`src/rtl/mcmp_pkg.sv`:
```
package mcmp_pkg;

  typedef enum logic [1:0] {
    CMP_EQ = 2'b00,
    CMP_GT = 2'b01,
    CMP_LT = 2'b10
  } cmp_res_e;

  // Flag triple {gt, lt, eq} for a decided result.
  function automatic logic [2:0] flags_of(cmp_res_e r);
    case (r)
      CMP_GT:  flags_of = 3'b100;
      CMP_LT:  flags_of = 3'b010;
      default: flags_of = 3'b001;
    endcase
  endfunction

  // Decide from the two crossing reductions.
  function automatic cmp_res_e decide(logic a_side_hit, logic b_side_hit);
    if (a_side_hit)      decide = CMP_GT;
    else if (b_side_hit) decide = CMP_LT;
    else                 decide = CMP_EQ;
  endfunction

endpackage

```
`src/rtl/mcmp_win.sv`:
```
module mcmp_win #(
  parameter int WIDTH = 16
) (
  input  logic [WIDTH-1:0] a_i,
  input  logic [WIDTH-1:0] b_i,
  output logic [WIDTH-1:0] a_win_o,
  output logic [WIDTH-1:0] b_win_o
);

  for (genvar k = 0; k < WIDTH; k++) begin : g_bit
    assign a_win_o[k] = a_i[k] & ~b_i[k];
    assign b_win_o[k] = ~a_i[k] & b_i[k];
  end

  always_comb begin
    AST_WIN_DISJOINT: assert ((a_win_o & b_win_o) == '0) else $error("won vectors overlap");
  end

endmodule

```
`src/rtl/mcmp_mask.sv`:
```
module mcmp_mask #(
  parameter int WIDTH       = 16,
  parameter bit PREFIX_TREE = 1'b1
) (
  input  logic [WIDTH-1:0] win_i,
  output logic [WIDTH-1:0] mask_o
);

  if (PREFIX_TREE) begin : g_tree
    localparam int STAGES = (WIDTH > 1) ? $clog2(WIDTH) : 1;
    logic [STAGES:0][WIDTH-1:0] lvl;
    assign lvl[0] = win_i;
    for (genvar s = 0; s < STAGES; s++) begin : g_stage
      localparam int DIST = 1 << s;
      for (genvar k = 0; k < WIDTH; k++) begin : g_bit
        if (k + DIST < WIDTH) begin : g_pair
          assign lvl[s+1][k] = lvl[s][k] | lvl[s][k+DIST];
        end else begin : g_pass
          assign lvl[s+1][k] = lvl[s][k];
        end
      end
    end
    assign mask_o = ~lvl[STAGES];
  end else begin : g_ripple
    logic [WIDTH:0] seen;
    assign seen[WIDTH] = 1'b0;
    for (genvar k = WIDTH - 1; k >= 0; k--) begin : g_bit
      assign seen[k] = seen[k+1] | win_i[k];
    end
    assign mask_o = ~seen[WIDTH-1:0];
  end

  logic [WIDTH-1:0] mask_up;
  assign mask_up = {1'b1, mask_o[WIDTH-1:1]};

  always_comb begin
    AST_MASK_RUN:   assert ((mask_o & ~mask_up) == '0) else $error("mask not a top run");
    AST_MASK_CLEAR: assert ((mask_o & win_i) == '0) else $error("mask covers a win");
    AST_MASK_FULL:  assert ((win_i == '0) == (mask_o == '1)) else $error("empty win mask");
  end

endmodule

```
`src/rtl/mcmp_cross.sv`:
```
module mcmp_cross #(
  parameter int WIDTH = 16
) (
  input  logic [WIDTH-1:0] a_mask_i,
  input  logic [WIDTH-1:0] b_mask_i,
  output logic             a_hit_o,
  output logic             b_hit_o
);

  logic [WIDTH-1:0] a_cross;
  logic [WIDTH-1:0] b_cross;

  assign a_cross = ~a_mask_i & b_mask_i;
  assign b_cross = a_mask_i & ~b_mask_i;
  assign a_hit_o = |a_cross;
  assign b_hit_o = |b_cross;

  always_comb begin
    AST_CROSS_EXCL: assert (!(a_hit_o && b_hit_o)) else $error("both crossings hit");
  end

endmodule

```
`src/rtl/mag_cmp.sv`:
```
module mag_cmp #(
  parameter int WIDTH       = 16,
  parameter bit PREFIX_TREE = 1'b1
) (
  input  logic [WIDTH-1:0] a_i,
  input  logic [WIDTH-1:0] b_i,
  output logic             a_gt_o,
  output logic             a_lt_o,
  output logic             a_eq_o
);
  import mcmp_pkg::*;

  logic [WIDTH-1:0] a_win, b_win;
  logic [WIDTH-1:0] a_mask, b_mask;
  logic             a_hit, b_hit;
  cmp_res_e         res;

  mcmp_win #(.WIDTH(WIDTH)) u_win (
    .a_i(a_i), .b_i(b_i), .a_win_o(a_win), .b_win_o(b_win)
  );

  mcmp_mask #(.WIDTH(WIDTH), .PREFIX_TREE(PREFIX_TREE)) u_a_mask (
    .win_i(a_win), .mask_o(a_mask)
  );

  mcmp_mask #(.WIDTH(WIDTH), .PREFIX_TREE(PREFIX_TREE)) u_b_mask (
    .win_i(b_win), .mask_o(b_mask)
  );

  mcmp_cross #(.WIDTH(WIDTH)) u_cross (
    .a_mask_i(a_mask), .b_mask_i(b_mask), .a_hit_o(a_hit), .b_hit_o(b_hit)
  );

  assign res = decide(a_hit, b_hit);
  assign {a_gt_o, a_lt_o, a_eq_o} = flags_of(res);

  always_comb begin
    AST_ONE_FLAG: assert ($countones({a_gt_o, a_lt_o, a_eq_o}) == 1) else $error("flag count");
    AST_GT_ORDER: assert (!a_gt_o || (a_i > b_i)) else $error("gt wrong");
    AST_LT_ORDER: assert (!a_lt_o || (a_i < b_i)) else $error("lt wrong");
    AST_EQ_MATCH: assert (a_eq_o == (a_i == b_i)) else $error("eq wrong");
  end

endmodule

```
`config.mk`:
```
export PLATFORM = sky130hd
export DESIGN_NAME = mag_cmp
export DESIGN_NICKNAME = d
export VERILOG_FILES = /design/src/rtl/mcmp_pkg.sv /design/src/rtl/mcmp_win.sv /design/src/rtl/mcmp_mask.sv /design/src/rtl/mcmp_cross.sv /design/src/rtl/mag_cmp.sv
export SDC_FILE = /design/constraint.sdc
export NUM_CORES = 1
export LEC_CHECK = 0
export ABC_AREA = 1
export CAP_MARGIN = 5
export CORE_MARGIN = 4
export CORE_UTILIZATION = 37
export DETAILED_ROUTE_END_ITERATION = 10
export DONT_BUFFER_PORTS = 1
export SLEW_MARGIN = 5
export SYNTH_ARGS = -nofsm -noshare
export SYNTH_HDL_FRONTEND = slang
export SYNTH_HIERARCHICAL = 1
export SYNTH_SLANG_ARGS = --single-unit
```
`constraint.sdc`:
```
create_clock -name vclk -period 1.75
set_input_delay 0.175 -clock vclk [all_inputs]
set_output_delay 0.175 -clock vclk [all_outputs]
set_load 0.05 [all_outputs]
```
==> out/metrics.csv, run 1 <==
metric,value,unit
HPWL Detailed,2.348,mm
PortBufs,0,
Initial Util,39.19,%
switching share of power,64.48,%
Tot GR Track Use,12.81,%
Clk network pwr share,0,%
Hold WS,942.3,ps
Startpoint Class,input port,
Max Cap Violations,0,
Routed Antenna Nets,0,
switching power,274.2,µW
Synth top area share,35.79,%
setup TNS,0,ps
Ports,35,
RSZ-0062 raised after global routing,true,
hold_buf cts,0,
share of cells above drive strength 1,34.95,%
Mapped Cells,302,
post-layout power,425.2,µW
Die W,65.10,µm
Power per Cell Area,259.6,nW/µm²
Post-Route Utilization,53.21,%
slew margin rel.,88.59,%
first-pass GRT wire length,4.650,mm
Max Clk Rate,586.2,MHz
syn_area_per_cell,3.994,µm²
DR vias/cell,3.983,
Synth Area in XOR/XNOR,0,%
highest-count cells in the layout ignoring fill and taps,"inv_1, nand2_1, nor2_1",
FP Rows,20,
Tcrit/Tclk final,97.47,%
worst hold start,b_i[15],
status,finished clean,
slowest CP cell,nor2_2,
Avg WL per Cell,7.909,µm
final net count,343,
drt total wl,2.792,mm
peak supply drop,130.9,µV
worst hold path class,input port to output pin,
synthesis warning total,6,
synth unique cells,10,
sequential area share after synthesis,0,%
pre-CTS WS,-2.536,ps
main combinational cell family by area after synthesis,simple AND/OR/NAND/NOR gates,
"commonest non-fill, non-tap cell in the layout",inv_1,
mux contribution to synthesized area,0,%
Gate power share,100.0,%
Worst EP required,1570,ps
"area leader, netlist",inv_1,
Multi-input gate area,1021,µm²
P&R area growth vs syn,35.79,%
1st-iter DRT viols,33,
Leak,0.9982,nW
crit path cell chain,"inv_2, nor2_1, inv_1, nand2_2, nor2_2, nand2_4, nor2_4, inv_2, nand2_1, nand2_1, inv_1, nand2_1, nor2_2, nand2_2, nor2_2, buf_6",
num sequential,0,
largest net degree at the start of global routing,6,
RePlAce Congestion,0.8496,
Compound-Gate Fraction of Synth Area,0,%
number of global-route vias before repair,1329,
initial antenna violation count,0,
final setup margin,44.19,ps
worst hold stages,10,
Internal Pwr Total,151.0,µW
Fillers,342,
sequential share of power,0,%
core area,3078,µm²
total congestion overflow,0,
Pins Over Slew Limit,0,
Tmin final,1706,ps
Synth Cell Area,1206,µm²
# clk buffers,0,
Slowest Stage Delay on Critical Path,160,ps
register area,0,µm²
Final Hold Vio Count,0,
DIE AREA,4237,µm²
Critical Path AT,1530,ps
Final setup viols,0,
Antenna diodes,0,
Post-Synth Adder-Cell Area,0,%
die height,65.10,µm
"top cells by area, synth","inv_1, nand2_1, nor2_1",
Critical Path End Type,output pin,
drt drc,0,
syn_nets,334,
hold worst-path end,a_eq_o,
WS Path Type,input port to output pin,
measured slew at the worst slew-check pin,170.8,ps
drt first pass iters,4,
simple-gate share of the synthesized area,61.41,%
CP max FO,4,
vias,1406,
[how the worst max path moves through the flow]
stage                       start      to  slack [ps]  depth (start not counted)
after CTS                 b_i[15]  a_eq_o         0.8                         16
after global routing      a_i[15]  a_eq_o         -60                         16
after detailed placement  b_i[15]  a_eq_o          -3                         16
after global placement    a_i[15]  a_lt_o          20                         16
after floorplan           a_i[15]  a_lt_o        -190                         15
final                      a_i[8]  a_eq_o          40                         16
[what timing repair did]
action / 4_1_cts / 5_1_grt
setup buffers: 0 / 4
setup endpoints to repair: 1 / 3
gates resized for setup: 2 / 119
pin swaps: 0 / 50
[routing by layer]
| metal | global-route usage, % | part of all wire, % | vias up |
|---|---|---|---|
| met5 | 0 | 0 | - |
| li1 | - | - | 807 |
| met1 | 15.70 | 41 | 566 |
| met4 | 2.332 | 1.1 | 0 |
| met3 | 0.5128 | 4.4 | 4 |
| met2 | 24.78 | 54 | 29 |
[power by group through the flow]
stage                     combinational (mW)  sequential [mW]  clock [mW]
final                                  0.425                0           0
after global routing                   0.475                0           0
after CTS                              0.318                0           0
after detailed placement               0.315                0           0
after global placement                 0.315                0           0
after floorplan                        0.260                0           0
[worst max-delay path, delay by kind of cell]
| family | cells | cell delay, ps |
|---|---|---|
| and+or+nand+nor | 11 | 1000 |
| buffers and inverters | 5 | 350 |
[layout make-up]
cell class                 count  share of cell area, %
inverter                     123                  29.72
timing repair buffer           8                  4.584
multi-input combinational    178                  62.34
tap                           44                  3.361
[synth_stat cells]
library cell / number
clkbuf_1: 1
nand2_4: 2
inv_2: 8
nor2_8: 2
nand2_2: 4
nand2_1: 90
nand4_1: 4
nor2_2: 2
nor2_1: 74
inv_1: 115
[through the flow]
| step | area, µm² | cells |
|---|---|---|
| floorplan | 1206 | 302 |
| global placement | 1287 | 349 |
| detailed placement | 1287 | 349 |
| CTS | 1294 | 349 |
| global route | 1638 | 353 |
| finish | 1638 | 353 |
[logic make-up after synthesis]
family	count (synthesis)
buf+inv	124
simple gates	178
Note: power is estimated with default switching activity, not from simulation.
==> run 2, diff against run 1 <==
Settings changed: CORE_ASPECT_RATIO from default to 1.2.
==> out/metrics.csv, run 2 (synthesis gave the netlist of run 1 again) <==
metric,value,unit
DIE AREA,4241,µm²
vias,1472,
Power per Cell Area,272.9,nW/µm²
CP startpoint,a_i[13],
Critical Path End Type,output pin,
largest net degree at the start of global routing,6,
DR vias/cell,4.242,
Pins Over Slew Limit,0,
WS Path Type,input port to output pin,
first-pass GRT wire length,4.671,mm
Initial Util,38.78,%
Max Clk Rate,594.0,MHz
final setup margin,66.49,ps
Final Hold Vio Count,0,
worst setup path endpoint,a_eq_o,
initial antenna violation count,0,
register area,0,µm²
Multi-input gate area,1021,µm²
Fillers,350,
1st-iter DRT viols,24,
pre-CTS WS,25.96,ps
P&R area growth vs syn,34.75,%
FP Rows,22,
Leak,1.005,nW
Tcrit/Tclk final,96.20,%
Ports,35,
drt total wl,3.036,mm
num sequential,0,
final instance area,1625,µm²
total congestion overflow,0,
Antenna diodes,0,
Worst EP required,1570,ps
"commonest non-fill, non-tap cell in the layout",inv_1,
Final setup viols,0,
Tmin final,1684,ps
CP max FO,4,
Max Cap Violations,0,
DP Area,1285,µm²
Post-Route Utilization,52.25,%
Avg WL per Cell,8.749,µm
measured slew at the worst slew-check pin,186.2,ps
final net count,345,
Tot GR Track Use,13.09,%
Routed Antenna Nets,0,
post-layout power,443.6,µW
highest-count cells in the layout ignoring fill and taps,"inv_1, nand2_1, nor2_1",
PortBufs,0,
Critical Path AT,1510,ps
drt drc,0,
Die W,60.12,µm
# clk buffers,0,
core area,3110,µm²
peak supply drop,150.0,µV
number of global-route vias before repair,1313,
drt first pass iters,4,
HPWL Detailed,2.323,mm
status,finished clean,
worst hold path class,input port to output pin,
RePlAce Congestion,0.8558,
Startpoint Class,input port,
die height,70.55,µm
slew margin rel.,87.54,%
share of cells above drive strength 1,35.37,%
hold_buf cts,0,
## run 2: metal layers
layer | wire length [µm] | global-route usage [%] | vias up
met5 | 0 | 0 | -
met4 | 121 | 1.970 | 0
met3 | 127 | 0.1825 | 10
met2 | 1642 | 25.12 | 38
met1 | 1144 | 15.92 | 608
li1 | - | - | 816
## run 2: worst min-delay path by stage
stage	endpoint	slack, ps	cells after the start	startpoint
after floorplan	a_eq_o	910	9	b_i[15]
after global placement	a_eq_o	1000	10	b_i[15]
after detailed placement	a_eq_o	1000	10	b_i[15]
after CTS	a_eq_o	1000	10	b_i[15]
after global routing	a_eq_o	1020	10	b_i[15]
final	a_eq_o	950	10	b_i[15]
## run 2: timing repair
action                                  4_1_cts  5_1_grt
buffers inserted                              0        5
resized for setup                             0      114
endpoints found under the setup margin        0        3
## run 2: layout make-up
type	instances	area share (%)
multi-input combinational	178	62.82
inverter	123	28.87
timing repair buffer	10	5.543
tap	36	2.771
## run 2: power breakdown
part           switching [mW]  leakage (nW)  internal, mW
clock network               0             0             0
logic                   0.285          1.00         0.158
registers                   0             0             0
## run 2: metrics by stage
| step | std cells | hold WS, ps | setup TNS, ps |
|---|---|---|---|
| 3_5_place_dp | 342 | 999.4 | 0 |
| 2_1_floorplan | 302 | 913.7 | -356.6 |
| 6_report | 347 | 945.3 | 0 |
| 5_1_grt | 347 | 1021 | -111.1 |
| 4_1_cts | 342 | 1003 | 0 |
| 3_3_place_gp | 342 | 1000 | 0 |
## run 2: critical path, stage by stage
cell     delay, ps
inv_2           50
nor2_4          40
inv_2           60
nand2_4         60
nor2_8         150
nand2_4        110
nor2_4         120
inv_1           40
nand2_1         60
nand2_1         50
inv_1           70
nand2_2         70
nor2_4         110
nand2_2         70
nor2_2         110
buf_6          160
